[src/rtl/sa_addsub_pkg.sv]
package sa_addsub_pkg;
  localparam int OPW  = 3;
  localparam int RESW = OPW + 1;
  localparam int MSB  = OPW - 1;

  typedef enum logic {
    MODE_ADD = 1'b0,
    MODE_SUB = 1'b1
  } mode_e;
endpackage

[src/rtl/sa_inv_ctl.sv]
module sa_inv_ctl #(
  parameter int W = 3
) (
  input  logic [W-1:0] din,
  input  logic         inv,
  output logic [W-1:0] dout
);
  // One XOR per bit: the bit is passed through or inverted under control
  for (genvar i = 0; i < W; i++) begin : g_bit
    assign dout[i] = din[i] ^ inv;
  end
endmodule

[src/rtl/sa_fa_slice.sv]
module sa_fa_slice (
  input  logic a,
  input  logic b,
  input  logic ci,
  output logic s,
  output logic co
);
  assign s  = a ^ b ^ ci;
  assign co = (a & b) | (a & ci) | (b & ci);
endmodule

[src/rtl/sa_sign_slice.sv]
module sa_sign_slice (
  input  logic a,
  input  logic b,
  input  logic ci,
  output logic s
);
  // Extended sign bit: the carry out would be dropped, so only the sum is formed
  assign s = a ^ b ^ ci;
endmodule

[src/rtl/sa_addsub3.sv]
module sa_addsub3
  import sa_addsub_pkg::*;
(
  input  logic [OPW-1:0]  op_x,
  input  logic [OPW-1:0]  op_y,
  input  logic            sub_mode,
  output logic [RESW-1:0] res,
  output logic            ovf
);
  logic [OPW-1:0] x_mod;
  logic [OPW:0]   carry;

  sa_inv_ctl #(.W(OPW)) u_inv (
    .din  (op_x),
    .inv  (sub_mode),
    .dout (x_mod)
  );

  // The mode bit is also the carry into the lowest slice; in subtract mode this adds the +1
  assign carry[0] = sub_mode;

  for (genvar i = 0; i < OPW; i++) begin : g_slice
    sa_fa_slice u_fa (
      .a  (x_mod[i]),
      .b  (op_y[i]),
      .ci (carry[i]),
      .s  (res[i]),
      .co (carry[i+1])
    );
  end

  // The top slice repeats the sign-bit addition on the sign-extended operands
  sa_sign_slice u_sign (
    .a  (x_mod[MSB]),
    .b  (op_y[MSB]),
    .ci (carry[OPW]),
    .s  (res[OPW])
  );

  assign ovf = res[OPW] ^ res[MSB];
endmodule

[config.mk]
export PLATFORM = sky130hd
export DESIGN_NAME = sa_addsub3
export DESIGN_NICKNAME = d
export VERILOG_FILES = /design/src/rtl/sa_addsub_pkg.sv /design/src/rtl/sa_inv_ctl.sv /design/src/rtl/sa_fa_slice.sv /design/src/rtl/sa_sign_slice.sv /design/src/rtl/sa_addsub3.sv
export SDC_FILE = /design/constraint.sdc
export NUM_CORES = 1
export LEC_CHECK = 0
export ABC_AREA = 1
export CORE_AREA = 2 2 39 41
export DETAILED_ROUTE_END_ITERATION = 12
export DIE_AREA = 0 0 41 43
export MAX_ROUTING_LAYER = met4
export PLACE_DENSITY = 0.5
export SLEW_MARGIN = 20
export SYNTH_ARGS = -nofsm -noshare
export SYNTH_HDL_FRONTEND = slang
export SYNTH_SLANG_ARGS = --single-unit
[constraint.sdc]
create_clock -name vclk -period 2
set_input_delay 0.2 -clock vclk [all_inputs]
set_output_delay 0.2 -clock vclk [all_outputs]
set_load 0.01 [all_outputs]
* Word level (Yosys, flattened, before mapping)
Cells that the tools add are included.
** Word-level totals
- Output and inout port bits :: 5
- Input port bits :: 7
- Word-level logic and storage cells :: 26
- Register bits after elaboration :: 0
** Operators by class
- Bitwise operators :: 26
** Operator list (count)
- $xor A1 B1 Y1 :: 11
- $and A1 B1 Y1 :: 9
- $or A1 B1 Y1 :: 6

* Longest topological paths before layout
Gate-level depths: netlist of run 1.
- Depth in word-level cells :: 12
- Depth in mapped cells :: 9
- Mapped depth without buffers :: 9

* Cells and area by module
From an unflattened synthesis of run 1, not the netlist that was laid out.
** Second synthesis, totals
- Cell total of the unflattened synthesis :: 30
- Area total of the unflattened synthesis :: 162.7 µm²
** Modules (own cells, without submodules)
- sa_fa_slice :: seq. area each 0.0 µm², times used 3, area an instance 20.0 µm², cells each 1
- sa_inv_ctl :: seq. area each 0.0 µm², times used 1, area an instance 48.8 µm², cells each 13
- sa_sign_slice :: seq. area each 0.0 µm², times used 1, area an instance 35.0 µm², cells each 9
- sa_addsub3 :: seq. area each 0.0 µm², times used 1, area an instance 18.8 µm², cells each 5

* Least setup slack after synthesis of run 1
No wires, ideal clock.
- Kind :: input-to-output
- Start :: input port sub_mode
- End :: output port ovf
- Data arrival time :: 1428 ps
- Buffers on the path :: 0
- Slack :: 372 ps
- Stages on the path :: 9
- Data required time :: 1800 ps
- Path through :: inv_2 nand2_1 nand2_1 fa_1 inv_1 fa_1 inv_1 nand2_1 nand2_1
** Between the ends
- Elaborated cells on any way between the ends :: 22
- Those cells by class :: 22 x bitwise
** RTL lines
- start, declared :: line sa_addsub3.sv:6 : input logic sub_mode,
- $xor A1 B1 Y1 :: line sa_inv_ctl.sv:10 : assign dout[i] = din[i] ^ inv;
- $and A1 B1 Y1 :: line sa_fa_slice.sv:9 : assign co = (a & b) | (a & ci) | (b & ci);
- $or A1 B1 Y1 (2 in series) :: line sa_fa_slice.sv:9
- $and A1 B1 Y1 :: line sa_fa_slice.sv:9
- $or A1 B1 Y1 (2 in series) :: line sa_fa_slice.sv:9
- $xor A1 B1 Y1 * :: line sa_fa_slice.sv:8 : assign s = a ^ b ^ ci;
- named net g_slice[2].u_fa.s :: line sa_fa_slice.sv:5 : output logic s,
- $xor A1 B1 Y1 * :: line sa_addsub3.sv:40 : assign ovf = res[OPW] ^ res[MSB];
- end, declared :: line sa_addsub3.sv:8 : output logic ovf
The timed path passes the listed nets; every way through them passes the cells marked *.

* Final worst setup path of run 1
- Start :: input port op_y[0]
- End :: output port ovf
** Between the ends
- Longest elaborated chain between the ends :: 11
- Elaborated cells on any way between the ends :: 15
- Those cells by class :: 15 x bitwise
** Ends and longest elaborated chain
- start, declared :: line sa_addsub3.sv:5 : input logic [OPW-1:0] op_y,
- $and A1 B1 Y1 :: line sa_fa_slice.sv:9
- $or A1 B1 Y1 :: line sa_fa_slice.sv:9
- $or A1 B1 Y1 * :: line sa_fa_slice.sv:9
- $and A1 B1 Y1 :: line sa_fa_slice.sv:9
- $or A1 B1 Y1 :: line sa_fa_slice.sv:9
- $or A1 B1 Y1 * :: line sa_fa_slice.sv:9
- $and A1 B1 Y1 :: line sa_fa_slice.sv:9
- $or A1 B1 Y1 (2 in series) :: line sa_fa_slice.sv:9
- $xor A1 B1 Y1 :: line sa_sign_slice.sv:8 : assign s = a ^ b ^ ci;
- $xor A1 B1 Y1 * :: line sa_addsub3.sv:40
Mark *: on every way between the ends. The rest lies on a longest branch, timed or not.

==> run summary, run 1 <==
LEAKAGE -> 0.193 nW
Maximum Capacitance Violations -> 0
Max Slew Vio Count -> 0
GRT Resource Usage Total -> 0.0443
Initial Util -> 0.136
Leading cell type in the layout, fill and taps excluded -> nand2_1
CP max FO -> 2
Critical path endpoint category -> output port
Antenna diodes -> 0
Setup crit end -> ovf
Synthesis warning total -> 0
Status -> completed
Yosys cell types -> 6
GRT overflow -> 0
Fmax -> 526 MHz
Nets -> 58
Vias in the first global route -> 157
IR Drop Worst-Case VDD -> 0.0643 mV
Syn Inst Count -> 33
Via-to-Cell Ratio -> 3.18
Min-Delay Path Class -> in2out
Crit-path cells -> dlygate4sd2_1, nand2_2, nand2_2, fa_2, inv_2, fa_1, inv_1, nand2_1, nand2_1, buf_2
Pint -> 48.2 uW
CP Launch Type -> primary input
Worst-margin pin slew -> 0.118 ns
Worst Setup SP -> op_y[0]
Total Power -> 92.1 uW
RD Place Congestion -> 0.628
RSZ-0062 raised after global routing -> false
Sequential cell area -> 0 sq um
Chip height -> 43 um
I/O Pins -> 12
Sw Pwr -> 43.9 uW
Highest cell delay on the worst timing path -> 0.42 ns
Most frequent cells in the layout -> nand2_1, inv_1, buf_4
Sequential power share -> 0
Post-route DRC -> 0
IO buf count -> 12
Hold Violations, Final -> 0
Worst Path Arrival -> 1.70 ns
WS Path Type -> in2out
FF+latch count -> 0
Mean Syn Cell Area -> 5.69 sq um
WP data required -> 1.80 ns
Final setup viols -> 0
Fillers -> 163
Syn nets -> 43
Die X -> 41 um
DR iter-0 viols -> 0
1st-pass router iterations -> 1
Slowest CP cell -> fa_1
Sequential share of the synthesized area -> 0
Pin count of the biggest net entering global routing -> 5
Die ar. -> 1760 sq um
Min Hold Slack -> 1.11 ns
Post-DP HPWL -> 308 um
PD cells -> 286 nW/um^2
Final critical-path share of the clock period -> 0.951
Core Area -> 1380 sq um
Clock power share -> 0
Synth Cell Area -> 188 sq um
Clock buffers -> 0
Crit path time final -> 1.90 ns
Area growth syn-to-layout -> 71.3%
Wire length per cell -> 5.58 um
Sw Share -> 0.476
Row cnt -> 14
Slew HR -> 0.921
Via count -> 197
Multi-input gate area -> 134 sq um
Combinational share of power -> 1.000
Share of post-route cells with drive strength above 1 -> 0.326
DRT Wirelength -> 346 um
Initial antenna violation count -> 0
First-pass GRT wire length -> 586 um
Post-route ant nets -> 0
## power groups by stage
stage | clock network, mW | registers (mW) | logic (mW)
3_3_place_gp | 0 | 0 | 0.104
3_5_place_dp | 0 | 0 | 0.105
4_1_cts | 0 | 0 | 0.0935
6_report | 0 | 0 | 0.0921
2_1_floorplan | 0 | 0 | 0.0585
5_1_grt | 0 | 0 | 0.104
## cells by family after synthesis
logic type    synth area share
simple gates             0.340
fa+ha+maj                0.320
buf+inv                  0.340
## how the worst min path moves through the flow
stage | from | end | depth (start not counted)
global placement | op_y[0] | res[0] | 4
CTS | op_y[0] | res[0] | 4
floorplan | op_y[0] | res[0] | 3
global route | op_x[0] | res[0] | 4
detailed placement | op_y[0] | res[0] | 4
finish | op_x[0] | res[0] | 4
## worst max-delay path, delay by kind of cell
family	cells	cell delay, ns
adder cells (fa/ha/maj)	2	0.75
buffers and inverters	4	0.53
AND/OR/NAND/NOR	4	0.22
## stage by stage
step / instance area [sq um] / std cells / util / setup TNS [ns] / setup WS [ns]
floorplan: 188 / 33 / - / 0 / 0.372
global placement: 328 / 61 / 0.237 / -1.96 / -0.728
detailed placement: 328 / 61 / 0.237 / -1.99 / -0.747
CTS: 324 / 62 / 0.234 / 0 / 0.0158
global route: 322 / 62 / 0.232 / 0 / 0.00585
finish: 322 / 62 / 0.232 / 0 / 0.0987
## what timing repair did
| action | CTS | global route |
|---|---|---|
| hold buffers | 0 | 0 |
| buffers inserted | 1 | 0 |
| gates resized for setup | 18 | 6 |
| pin swaps | 4 | 3 |
| endpoints found under the setup margin | 4 | 1 |
## per-layer routing
layer | routed length [um] | vias to the layer above | part of all wire | global-route usage
met3 | 13 | 0 | 0.038 | 0
met1 | 146 | 82 | 0.42 | 0.0613
met4 | 0 | 0 | 0 | 0
li1 | - | 111 | - | -
met5 | 0 | - | 0 | -
met2 | 186 | 4 | 0.54 | 0.0750
## Yosys cell counts (all sizes together)
master | number | area, sq um
nand2 | 15 | 56.3
inv | 9 | 33.8
buf | 4 | 30.0
fa | 3 | 60.1
nor2 | 2 | 7.51
## final cells by class
class | count | share of cell area
inverter | 9 | 0.105
tap | 16 | 0.0623
multi-input combinational | 20 | 0.416
timing repair buffer | 17 | 0.416
(Power assumes the default switching activity.)
==> run 2, diff against run 1 <==
Settings changed: ABC_AREA 1 to default, PLACE_DENSITY 0.5 to 0.48, TNS_END_PERCENT from default to 10.
==> run summary, run 2 <==
Antenna diodes -> 0 (unchanged)
Via-to-Cell Ratio -> 3.07 (-3.5%)
Post-synth top cells -> buf_4, fa_1, inv_1, xor2_1, xnor2_1
Syn Inst Count -> 16 (-52%)
Via count -> 141 (-28%)
Top-area cell type share of the netlist area -> 0.384 (+0.0640)
IR Drop Worst-Case VDD -> 0.0765 mV (+19%)
Most frequent cells in the layout -> buf_4, clkdlybuf4s50_1, dlygate4sd2_1, buf_2
Synth Cell Area -> 156 sq um (-17%)
Highest cell delay on the worst timing path -> 0.42 ns (about the same)
Sequential share of the synthesized area -> 0 (unchanged)
Critical path endpoint category -> output port
Share of post-route cells with drive strength above 1 -> 0.533 (+0.207)
FF+latch count -> 0 (unchanged)
Worst Hold Path EP -> res[0]
GRT overflow -> 0 (unchanged)
Vias in the first global route -> 153 (-2.5%)
Finished Cell Area -> 305 sq um (-5.1%)
1st-pass router iterations -> 1 (unchanged)
DR iter-0 viols -> 0 (unchanged)
Final setup viols -> 0 (unchanged)
Maximum Capacitance Violations -> 0 (unchanged)
Critical Path Most Common Cell -> buf_2
I/O Pins -> 12 (unchanged)
Nets -> 42 (-28%)
Initial Util -> 0.113 (-0.0226)
Post-route ant nets -> 0 (unchanged)
Worst Path Arrival -> 1.76 ns (+0.06 ns)
Wire length per cell -> 8.67 um (+55%)
Highest Signal Layer -> met3
PD cells -> 366 nW/um^2 (+28%)
RSZ-0062 raised after global routing -> true
Slew HR -> 0.866 (-0.0550)
Chip height -> 43 um (unchanged)
Die X -> 41 um (unchanged)
Combinational share of power -> 1.000 (about the same)
Sw Share -> 0.430 (-0.0463)
Slowest CP cell -> fa_1
CP max FO -> 3 (+1)
Die ar. -> 1760 sq um (unchanged)
DRT Wirelength -> 399 um (+15%)
Hold Violations, Final -> 0 (unchanged)
M1 WL -> 129 um (-12%)
Leading cell type in the layout, fill and taps excluded -> buf_4
Sw Pwr -> 48.0 uW (+9.5%)
Sequential cell area -> 0 sq um (unchanged)
Sequential power share -> 0 (unchanged)
Dominant cell type by area after synthesis -> fa_1
IO buf count -> 12 (unchanged)
Row cnt -> 14 (unchanged)
Post-route DRC -> 0 (unchanged)
Clock buffers -> 0 (unchanged)
LEAKAGE -> 0.144 nW (-25%)
WS Path Type -> in2out
Cell area after placement -> 312 sq um (-5.0%)
Area growth syn-to-layout -> 95.2%
Initial antenna violation count -> 0 (unchanged)
Most numerous cell in the Yosys netlist -> buf_4
Worst-margin pin slew -> 0.200 ns (+0.0822 ns)
Hold-critical path depth -> 4 (unchanged)
Metal3 WL -> 39 um (+200%)
Met2 Wirelength -> 229 um (+23%)
Clock power share -> 0 (unchanged)
Top post-synthesis cells by area -> fa_1, buf_4, xor2_1
First-pass GRT wire length -> 586 um (unchanged)
Status -> completed
Synthesis warning total -> 0 (unchanged)
Final critical-path share of the clock period -> 0.981 (+0.0301)
Hold_buf cts -> 0 (unchanged)
Min-Delay Path Class -> in2out
Pin count of the biggest net entering global routing -> 4 (-1)
Crit path time final -> 1.96 ns (+0.0602 ns)
Post-CTS setup buffer count -> 0 (-1)
Yosys cell types -> 6 (unchanged)
Hold Crit Start -> op_x[0]
Syn nets -> 26 (-40%)
RD Place Congestion -> 0.671 (+6.8%)
Pint -> 63.6 uW (+32%)
GRT Resource Usage Total -> 0.0463 (+0.00206)
WP data required -> 1.80 ns (about the same)
Mean Syn Cell Area -> 9.78 sq um (+72%)
CP Launch Type -> primary input
Crit-path cells -> buf_2, mux2_4, fa_2, inv_2, fa_1, xnor2_1, buf_2
Fmax -> 510 MHz (-3.1%)
Max Slew Vio Count -> 0 (unchanged)
Core Area -> 1380 sq um (unchanged)
Min Hold Slack -> 1.10 ns (-0.0154 ns)
[run 2: changes by cell type after synthesis, sizes merged]
| cell | delta |
|---|---|
| inv | -6 |
| xor2 | +3 |
| mux2 | +1 |
| xnor2 | +2 |
| nor2 | -2 |
| nand2 | -15 |
[run 2: worst max-delay path: cells and delay by family]
| family | cells | cell delay [ns] |
|---|---|---|
| adder cells (fa/ha/maj) | 2 | 0.78 |
| XOR/XNOR | 1 | 0.15 |
| buffers and inverters | 3 | 0.36 |
| multiplexers | 1 | 0.28 |
[run 2: what timing repair did]
action	4_1_cts	5_1_grt
endpoints found under the setup margin	4	3
hold endpoints to repair	0	0
pin swaps	4	1
gates resized for setup	27	1
cloned	0	0
[run 2: layout make-up]
cell class / instances / area, sq um
multi-input cells: 9 / 131
inverters: 3 / 11.3
well taps: 16 / 20.0
fillers: 164 / 1080
repair buffers: 18 / 143
[run 2: worst max path at each step]
stage,startpoint,endpoint,slack (ns),cells past startpoint
global placement,op_x[0],ovf,-0.85,7
CTS,op_x[1],ovf,0.001,7
global route,sub_mode,ovf,-0.02,7
detailed placement,op_x[0],ovf,-0.92,7
floorplan,op_x[0],ovf,0.13,5
finish,sub_mode,ovf,0.04,7
[run 2: routing by layer]
layer	GRT usage	up-vias
met5	-	-
met4	0	0
met3	0.00524	0
met2	0.0875	9
met1	0.0516	65
li1	-	67
[run 2: power by group through the flow]
stage / Sequential [mW] / Clock [mW] / Combinational [mW]
final: 0 / 0 / 0.112
after global routing: 0 / 0 / 0.124
after CTS: 0 / 0 / 0.118
after detailed placement: 0 / 0 / 0.129
after global placement: 0 / 0 / 0.125
after floorplan: 0 / 0 / 0.0665
[run 2: cells by family (layout without fill, tap and decap cells)]
kind of cell	count (synthesis)	count (layout)	share of synthesized area
mux	1	1	0.0720
xor+xnor	5	5	0.280
fa+ha+maj	3	3	0.384
buf+inv	7	21	0.264
[run 2: stage by stage]
stage | cells | power, mW | worst slack, ns | util | setup TNS [ns]
6_report | 46 | 0.112 | 0.0385 | 0.221 | 0
5_1_grt | 46 | 0.124 | -0.0181 | 0.221 | -0.0315
4_1_cts | 46 | 0.118 | 0.00128 | 0.224 | 0
3_3_place_gp | 46 | 0.125 | -0.855 | 0.225 | -2.42
3_5_place_dp | 46 | 0.129 | -0.922 | 0.225 | -2.65
2_1_floorplan | 16 | 0.0665 | 0.134 | - | 0
==> run 3, diff against run 2 <==
Clock period 2 ns to 2.1 ns, I/O delays scaled along.
==> run summary, run 3 (synthesis results as in run 2) <==
Hold Violations, Final -> 0 (unchanged)
First-pass GRT wire length -> 586 um (unchanged)
Nets -> 42 (unchanged)
Gr busiest metal -> met2
Sw Pwr -> 45.7 uW (-4.8%)
Share of post-route cells with drive strength above 1 -> 0.500 (-0.0333)
Via count -> 141 (unchanged)
Wire length per cell -> 8.70 um (+0.25%)
RSZ-0062 raised after global routing -> true
Final setup viols -> 0 (unchanged)
Vias in the first global route -> 153 (unchanged)
Setup TNS -> 0 ns (unchanged)
Crit path time final -> 2.05 ns
Met1 Usage GRT -> 0.0516 (unchanged)
Die ar. -> 1760 sq um (unchanged)
Combinational share of power -> 1.000 (about the same)
Sw Share -> 0.430 (about the same)
LEAKAGE -> 0.141 nW (-2.0%)
Chip height -> 43 um (unchanged)
I/O Pins -> 12 (unchanged)
Core Area -> 1380 sq um (unchanged)
Sequential power share -> 0 (unchanged)
RD Place Congestion -> 0.671 (unchanged)
Pint -> 60.6 uW (-4.7%)
PD cells -> 348 nW/um^2 (-4.7%)
Fillers -> 161 (-1.8%)
Placed cells -> 46 (unchanged)
Row cnt -> 14 (unchanged)
Slew HR -> 0.866 (about the same)
Crit-path cells -> clkdlybuf4s50_1, fa_2, inv_2, buf_4, fa_2, buf_4, dlygate4sd2_1
Clock power share -> 0 (unchanged)
1st-pass router iterations -> 1 (unchanged)
Post-route ant nets -> 0 (unchanged)
CP Launch Type -> primary input
Min Hold Slack -> 1.15 ns (+0.0570 ns)
Fmax -> 487 MHz
Area growth syn-to-layout -> 95.2% (unchanged)
Leading cell type in the layout, fill and taps excluded -> buf_4
Pin count of the biggest net entering global routing -> 4 (unchanged)
Highest cell delay on the worst timing path -> 0.49 ns (+0.07 ns)
WP data required -> 1.89 ns (+0.09 ns)
Clock buffers -> 0 (unchanged)
Status -> completed
Worst Path Arrival -> 1.84 ns (+0.08 ns)
WS Path Type -> in2out
Via-to-Cell Ratio -> 3.07 (unchanged)
Hold_buf cts -> 0 (unchanged)
Met2 Resource Use GR -> 0.0875 (unchanged)
Met3 Use GR -> 0.00524 (unchanged)
Post-CTS setup buffer count -> 0 (unchanged)
Buffers & Inverters on Critical Path -> 5 (+2)
DRT Wirelength -> 400 um (+0.25%)
Slowest CP cell -> clkdlybuf4s50_1
Min-Delay Path Class -> in2out
Maximum Capacitance Violations -> 0 (unchanged)
Multi-input gate area -> 131 sq um (unchanged)
Final critical-path share of the clock period -> 0.978
Post-route DRC -> 0 (unchanged)
Max Slew Vio Count -> 0 (unchanged)
IO buf count -> 12 (unchanged)
Most frequent cells in the layout -> buf_4, clkdlybuf4s50_1, buf_2
GRT overflow -> 0 (unchanged)
GRT Resource Usage Total -> 0.0463 (unchanged)
Initial Util -> 0.113 (unchanged)
CP max FO -> 2 (-1)
IR Drop Worst-Case VDD -> 0.0729 mV (-4.7%)
Fin cells -> 46 (unchanged)
Top delay family on crit path -> buffers and inverters
Worst-margin pin slew -> 0.200 ns (+0.000139 ns)
FF+latch count -> 0 (unchanged)
Antenna diodes -> 0 (unchanged)
Die X -> 41 um (unchanged)
Critical path endpoint category -> output port
DR iter-0 viols -> 0 (unchanged)
Initial antenna violation count -> 0 (unchanged)
Sequential cell area -> 0 sq um (unchanged)
-- run 3: cell count changes in the layout (fill, tap and decap cells not counted), sizes merged --
cell and change:
dlygate4sd2 -1, buf -1, clkdlybuf4s50 +1, clkdlybuf4s15 +1
-- run 3: power by group through the flow --
stage	Clock [mW]	Combinational [mW]	Sequential, mW
2_1_floorplan	0	0.0633	0
3_3_place_gp	0	0.119	0
3_5_place_dp	0	0.123	0
4_1_cts	0	0.113	0
5_1_grt	0	0.118	0
6_report	0	0.106	0
-- run 3: final cells by class --
cell class / count / share of cell area
Timing Repair Buffer: 18 / 0.467
Multi-Input combinational cell: 9 / 0.430
Tap cell: 16 / 0.0656
Inverter: 3 / 0.0369
-- run 3: through the flow --
step / setup slack (ns) / power [mW] / cell area (sq um) / util
floorplan: 0.214 / 0.0633 / 156 / -
global placement: -0.775 / 0.119 / 312 / 0.225
detailed placement: -0.842 / 0.123 / 312 / 0.225
CTS: 0.0223 / 0.113 / 310 / 0.224
global route: -0.0185 / 0.118 / 305 / 0.221
finish: 0.0469 / 0.106 / 305 / 0.221
-- run 3: path summary, 6_finish.rpt --
| kind | from | endpoint | slack [ns] | depth (start not counted) |
|---|---|---|---|---|
| worst max-delay path | op_y[1] | res[3] | 0.05 | 7 |
| worst min-delay path | op_x[0] | res[0] | 1.15 | 4 |
-- run 3: worst min-delay path, stage by stage --
cell,delay [ns]
buf_2,0.10
buf_4,0.10
xor2_1,0.05
clkdlybuf4s50_1,0.47
-- run 3: metal layers --
metal / wire length, um / share of wire
met1: 130 / 0.33
met2: 229 / 0.57
met3: 39 / 0.098
met4: 0 / 0
met5: 0 / 0
-- run 3: what timing repair did --
action | in CTS | in global routing
gates resized for setup | 23 | 1
pin swaps | 4 | 0
setup endpoints to repair | 4 | 3
